## src/rtl/pin_irq_pkg.sv

```systemverilog
package pin_irq_pkg;
  localparam int ADDR_W = 6;
  localparam logic [ADDR_W-1:0] A_EN   = 6'h00;
  localparam logic [ADDR_W-1:0] A_POL  = 6'h01;
  localparam logic [ADDR_W-1:0] A_CTRL = 6'h20;
  localparam int GIE_BIT  = 5;
  localparam int HOST_BIT = 0;
endpackage

```

## src/rtl/pin_irq_regs.sv

```systemverilog
module pin_irq_regs
  import pin_irq_pkg::*;
#(
  parameter int N_PINS = 8,
  parameter int DATA_W = 8
) (
  input  logic              clk_i,
  input  logic              rst_ni,
  input  logic              wr_en_i,
  input  logic [ADDR_W-1:0] wr_addr_i,
  input  logic [DATA_W-1:0] wr_data_i,
  output logic [N_PINS-1:0] en_o,
  output logic [N_PINS-1:0] pol_o,
  output logic              gie_o,
  output logic              host_o
);
  always_ff @(posedge clk_i or negedge rst_ni) begin
    if (!rst_ni) begin
      en_o   <= '0;
      pol_o  <= '0;
      gie_o  <= 1'b0;
      host_o <= 1'b0;
    end else if (wr_en_i) begin
      unique case (wr_addr_i)
        A_EN:   en_o  <= wr_data_i[N_PINS-1:0];
        A_POL:  pol_o <= wr_data_i[N_PINS-1:0];
        A_CTRL: begin
          gie_o  <= wr_data_i[GIE_BIT];
          host_o <= wr_data_i[HOST_BIT];
        end
        default: ;
      endcase
    end
  end
endmodule

```

## src/rtl/pin_irq_sync.sv

```systemverilog
module pin_irq_sync #(
  parameter int STAGES = 2
) (
  input  logic clk_i,
  input  logic rst_ni,
  input  logic pin_i,
  input  logic pol_i,
  output logic lvl_o,
  output logic edge_o
);
  localparam int LAST = STAGES - 1;
  logic [STAGES:0] sh_q;

  always_ff @(posedge clk_i or negedge rst_ni) begin
    if (!rst_ni) sh_q <= '0;
    else         sh_q <= {sh_q[STAGES-1:0], pin_i};
  end

  assign lvl_o = sh_q[LAST];
  // compare against raw previous level so a polarity write cannot fake an edge
  assign edge_o = pol_i ? ( sh_q[LAST] & ~sh_q[STAGES])
                        : (~sh_q[LAST] &  sh_q[STAGES]);
endmodule

```

## src/rtl/pin_irq_core.sv

```systemverilog
module pin_irq_core #(
  parameter int N_PINS = 8
) (
  input  logic              clk_i,
  input  logic              rst_ni,
  input  logic [N_PINS-1:0] edge_i,
  input  logic [N_PINS-1:0] lvl_i,
  input  logic [N_PINS-1:0] en_i,
  input  logic [N_PINS-1:0] pol_i,
  input  logic              host_i,
  input  logic              ack_i,
  output logic              req_o,
  output logic [N_PINS-1:0] owner_o,
  output logic              set_o
);
  logic [N_PINS-1:0] active, qual, pick, owner_n;
  logic              locked, release_c, lock_free, req_n;

  assign active    = ~(lvl_i ^ pol_i);
  assign locked    = |owner_o;
  assign release_c = |(owner_o & (~active | ~en_i));
  assign lock_free = ~locked | release_c;
  assign qual      = host_i ? '0 : (edge_i & en_i);
  assign pick      = qual & (~qual + 1'b1);  // lowest set bit, arbitrary owner
  assign set_o     = lock_free & (|qual);

  always_comb begin
    owner_n = owner_o;
    if (set_o)          owner_n = pick;
    else if (release_c) owner_n = '0;
    req_n = req_o;
    if (ack_i) req_n = 1'b0;
    if (set_o) req_n = 1'b1;  // new event outranks a same-cycle ack
  end

  always_ff @(posedge clk_i or negedge rst_ni) begin
    if (!rst_ni) begin
      req_o   <= 1'b0;
      owner_o <= '0;
    end else begin
      req_o   <= req_n;
      owner_o <= owner_n;
    end
  end
endmodule

```

## src/rtl/pin_irq_agg.sv

```systemverilog
module pin_irq_agg
  import pin_irq_pkg::*;
#(
  parameter int N_PINS      = 8,
  parameter int DATA_W      = 8,
  parameter int SYNC_STAGES = 2
) (
  input  logic              clk_i,
  input  logic              rst_ni,
  input  logic              wr_en_i,
  input  logic [ADDR_W-1:0] wr_addr_i,
  input  logic [DATA_W-1:0] wr_data_i,
  input  logic [N_PINS-1:0] pin_i,
  input  logic              ack_i,
  input  logic              hp_req_i,
  output logic              irq_o
);
  logic [N_PINS-1:0] en_q, pol_q, lvl_vec, edge_vec, owner_q;
  logic              gie_q, host_q, req_q, set_c;

  pin_irq_regs #(.N_PINS(N_PINS), .DATA_W(DATA_W)) u_regs (
    .clk_i, .rst_ni, .wr_en_i, .wr_addr_i, .wr_data_i,
    .en_o(en_q), .pol_o(pol_q), .gie_o(gie_q), .host_o(host_q)
  );

  for (genvar i = 0; i < N_PINS; i++) begin : g_pin
    pin_irq_sync #(.STAGES(SYNC_STAGES)) u_sync (
      .clk_i, .rst_ni, .pin_i(pin_i[i]), .pol_i(pol_q[i]),
      .lvl_o(lvl_vec[i]), .edge_o(edge_vec[i])
    );
  end

  pin_irq_core #(.N_PINS(N_PINS)) u_core (
    .clk_i, .rst_ni, .edge_i(edge_vec), .lvl_i(lvl_vec), .en_i(en_q),
    .pol_i(pol_q), .host_i(host_q), .ack_i, .req_o(req_q),
    .owner_o(owner_q), .set_o(set_c)
  );

  assign irq_o = gie_q & (host_q ? hp_req_i : req_q);
endmodule

```

## config.mk

```make
export PLATFORM = sky130hd
export DESIGN_NAME = pin_irq_agg
export DESIGN_NICKNAME = d
export VERILOG_FILES = /design/src/rtl/pin_irq_pkg.sv /design/src/rtl/pin_irq_regs.sv /design/src/rtl/pin_irq_sync.sv /design/src/rtl/pin_irq_core.sv /design/src/rtl/pin_irq_agg.sv
export SDC_FILE = /design/constraint.sdc
export NUM_CORES = 1
export LEC_CHECK = 0
export ABC_AREA = 1
export BUFFER_PORTS_ARGS = -buffer_cell sky130_fd_sc_hd__buf_2
export CAP_MARGIN = 20
export CORE_MARGIN = 2
export CORE_UTILIZATION = 45
export DETAILED_ROUTE_END_ITERATION = 10
export PLACE_DENSITY = 0.67
export SKIP_LAST_GASP = 1
export SLEW_MARGIN = 20
export SYNTH_ARGS = -nofsm -noshare
export SYNTH_HDL_FRONTEND = slang
export SYNTH_SLANG_ARGS = --single-unit
```

## constraint.sdc

```tcl
create_clock -name clk_i -period 1.6 [get_ports clk_i]
set_clock_uncertainty 0.2 [all_clocks]
set_input_delay 0.16 -clock clk_i [delete_from_list [all_inputs] [get_ports clk_i]]
set_output_delay 0.16 -clock clk_i [all_outputs]
set_load 0.05 [all_outputs]
```

==> reports/metrics.csv <==
metric;value;unit
outcome;complete, but fails checks;
violations;hold timing, setup timing;
start_util;0.4708;
clk_path_buf_depth;2;
regToRegEndpoint;u_core.owner_o[6];
clk_pin_slew;80;ps
max_clock_freq;616.6;MHz
cts_buffers;5;
finalNetCount;349;
grt_antenna_before_repair;0;
vias;1811;
drt_first_pass_iters;5;
synth_area;2253;sq um
cp_data_required_time;1240;ps
wl_per_cell;11.62;um
drive_above_1_share;0.2919;
reg2reg_slack;0;ps
dpl_worst_slack;-74.29;ps
dieHeight;74.77;um
clk_latency;300;ps
final_max_slew_viol_count;0;
layout_common_cells;77 x nand2_1, 51 x dfrtp_1, 26 x buf_2, 25 x inv_1, 20 x o21ai_0;
slew_headroom;0.8082;
grt_pass1_wl;7610;um
worstPathMaxFanout;2;
cp-end-kind;primary output;
powerDensity;1002;nW/um^2
ys_types;27;
gr-usage-all-layers;0.1783;
cts.htree.levels;2;
p_leak;1.490;nW
io_pins;28;
netlist_instances;253;
drtAntennaViolNets;0;
place.port_buffers;27;
setup_viol;3;
areaGrowthSynthToFinish;32.82;%
min_period;1622;ps
grt_start_max_net_pins;52;
holdPathEnd;u_regs.host_o;
die-area;5590;sq um
gp_congestion;0.8194;
rsz0062_at_grt;yes;
dp_hpwl;2959;um
num_antenna_cells;0;
path_class;reg -> out;
utilization;0.6254;
report.final.hold_viol_count;2;
synth_seq_cells;51;
tightest_slew;285.5;ps
r2r-start;g_pin[3].u_sync.sh_q[1];
fin_ws;-21.88;ps
seq_area_frac_synth;0.5664;
synth_warnings;0;
die_w;74.77;um
overflow;0;
vdd_ir_drop_max;0.8006;mV
initialDrtViolationCount;91;
viasPerCell;4.656;
max_cap_violations;0;
critical_path_arrival;1260;ps
hold_start;wr_addr_i[4];
min_path_type;in -> reg;
synth_nets;280;
hold_ws;-6.011;ps
wl;4520;um
root_buffer;clkbuf_8;
final_common_cell;nand2_1;
post-route-drc-count;0;
cts_sinks;51;
cts_tree;done;
num-fill-cells;420;
coreArea;4786;sq um
critPathLaunchType;flip-flop;
rr_worst_depth;9;
min_delay_path_depth;3;
fin_crit_sh;1.014;
grt_pass1_vias;1801;
syn_avg_cell_area;8.907;sq um
rows;25;
==> Yosys cell counts <==
cell type,count,area [sq um]
a21boi_0,3,22.52
a21boi_1,2,15.01
a21oi_1,2,10.01
a21oi_4,1,16.27
and2_1,1,6.260
buf_4,1,7.510
buf_6,1,11.26
clkbuf_1,2,7.510
dfrtp_1,51,1276
inv_1,27,101.4
inv_2,6,22.52
nand2_1,79,296.5
nand2_4,2,22.52
nand3_1,16,80.08
nand3_2,8,80.08
nand3b_1,1,7.510
nand4_1,4,25.02
nor2_1,9,33.78
nor2_2,3,18.77
nor2_4,1,11.26
nor3_1,1,5.000
nor3_2,1,10.01
nor4_1,2,12.51
nor4_2,1,12.51
o21ai_0,21,105.1
o21ai_1,6,30.03
or2_0,1,6.260
==> how the worst max path moves through the flow <==
stage / from / to / slack [ps]
final: u_regs.host_o / irq_o / -20
after global routing: g_pin[4].u_sync.sh_q[1] / u_core.owner_o[6] / -130
after CTS: u_regs.host_o / irq_o / -50
after detailed placement: g_pin[3].u_sync.sh_q[1] / u_core.owner_o[6] / -70
after global placement: g_pin[3].u_sync.sh_q[1] / u_core.owner_o[4] / -30
after floorplan: g_pin[3].u_sync.sh_q[1] / u_core.owner_o[4] / 80
==> critical path, cell delays in order, from the launching register on <==
cell	delay (ps)
dfrtp_1	400
inv_4	40
buf_6	110
o21ai_1	210
a21oi_4	50
buf_6	150
==> cell families (layout without fill, tap and decap cells) <==
group                  after synthesis  count (layout)  synth area share
AOI/OAI and AO/OA                   35              35           0.08828
buffers and inverters               37             106           0.06663
DFF                                 51              51            0.5664
and+or+nand+nor                    130             130            0.2787
==> state kept, by name (all words and copies together) (netlist names) <==
register	count
g_pin.u_sync.sh_q	24
u_core.owner_o	8
u_regs.en_o	8
u_regs.pol_o	8
u_core.req_o	1
u_regs.gie_o	1
u_regs.host_o	1
==> stage by stage <==
step	cells	setup TNS [ps]	instance area, sq um	total power, W
final	389	-25.94	2993	0.002997
after global routing	389	-1058	2993	0.003159
after CTS	385	-55.47	2894	0.002946
after detailed placement	355	-548.4	2552	0.002087
after global placement	355	-194.2	2552	0.002068
after floorplan	253	0	2257	0.001931
==> cell type report <==
cell class	count	area, sq um	area share
inverters	33	126.4	0.04222
well taps	67	83.83	0.02801
flip-flops and latches	51	1276	0.4264
repair buffers	66	501.7	0.1676
clock buffers	6	82.58	0.02759
multi-input cells	165	917.1	0.3064
clock inverters	1	5.005	0.001672
==> routing by layer <==
layer / vias up / wire, um / share of wire / track usage
li1: 942 / - / - / -
met1: 838 / 2115 / 0.47 / 0.2326
met2: 25 / 2249 / 0.50 / 0.3058
met3: 6 / 116 / 0.026 / 0.03614
met4: 0 / 39 / 0.0086 / 0.04762
met5: - / 0 / 0 / 0
==> report_power, final <==
part           internal, W  total (W)  switching [W]
clock network     0.000340   0.000737       0.000397
logic             0.000323   0.000758       0.000436
registers          0.00141    0.00150      0.0000937
==> repair_timing <==
item                                    in CTS  in global routing
hold buffers                                19                  0
gates resized for setup                      9                 19
buffers inserted                             4                  4
hold endpoints to repair                    78                  0
pin swaps                                    2                  6
endpoints found under the setup margin      10                 11
No activity file was read; power rests on OpenSTA's default activity.
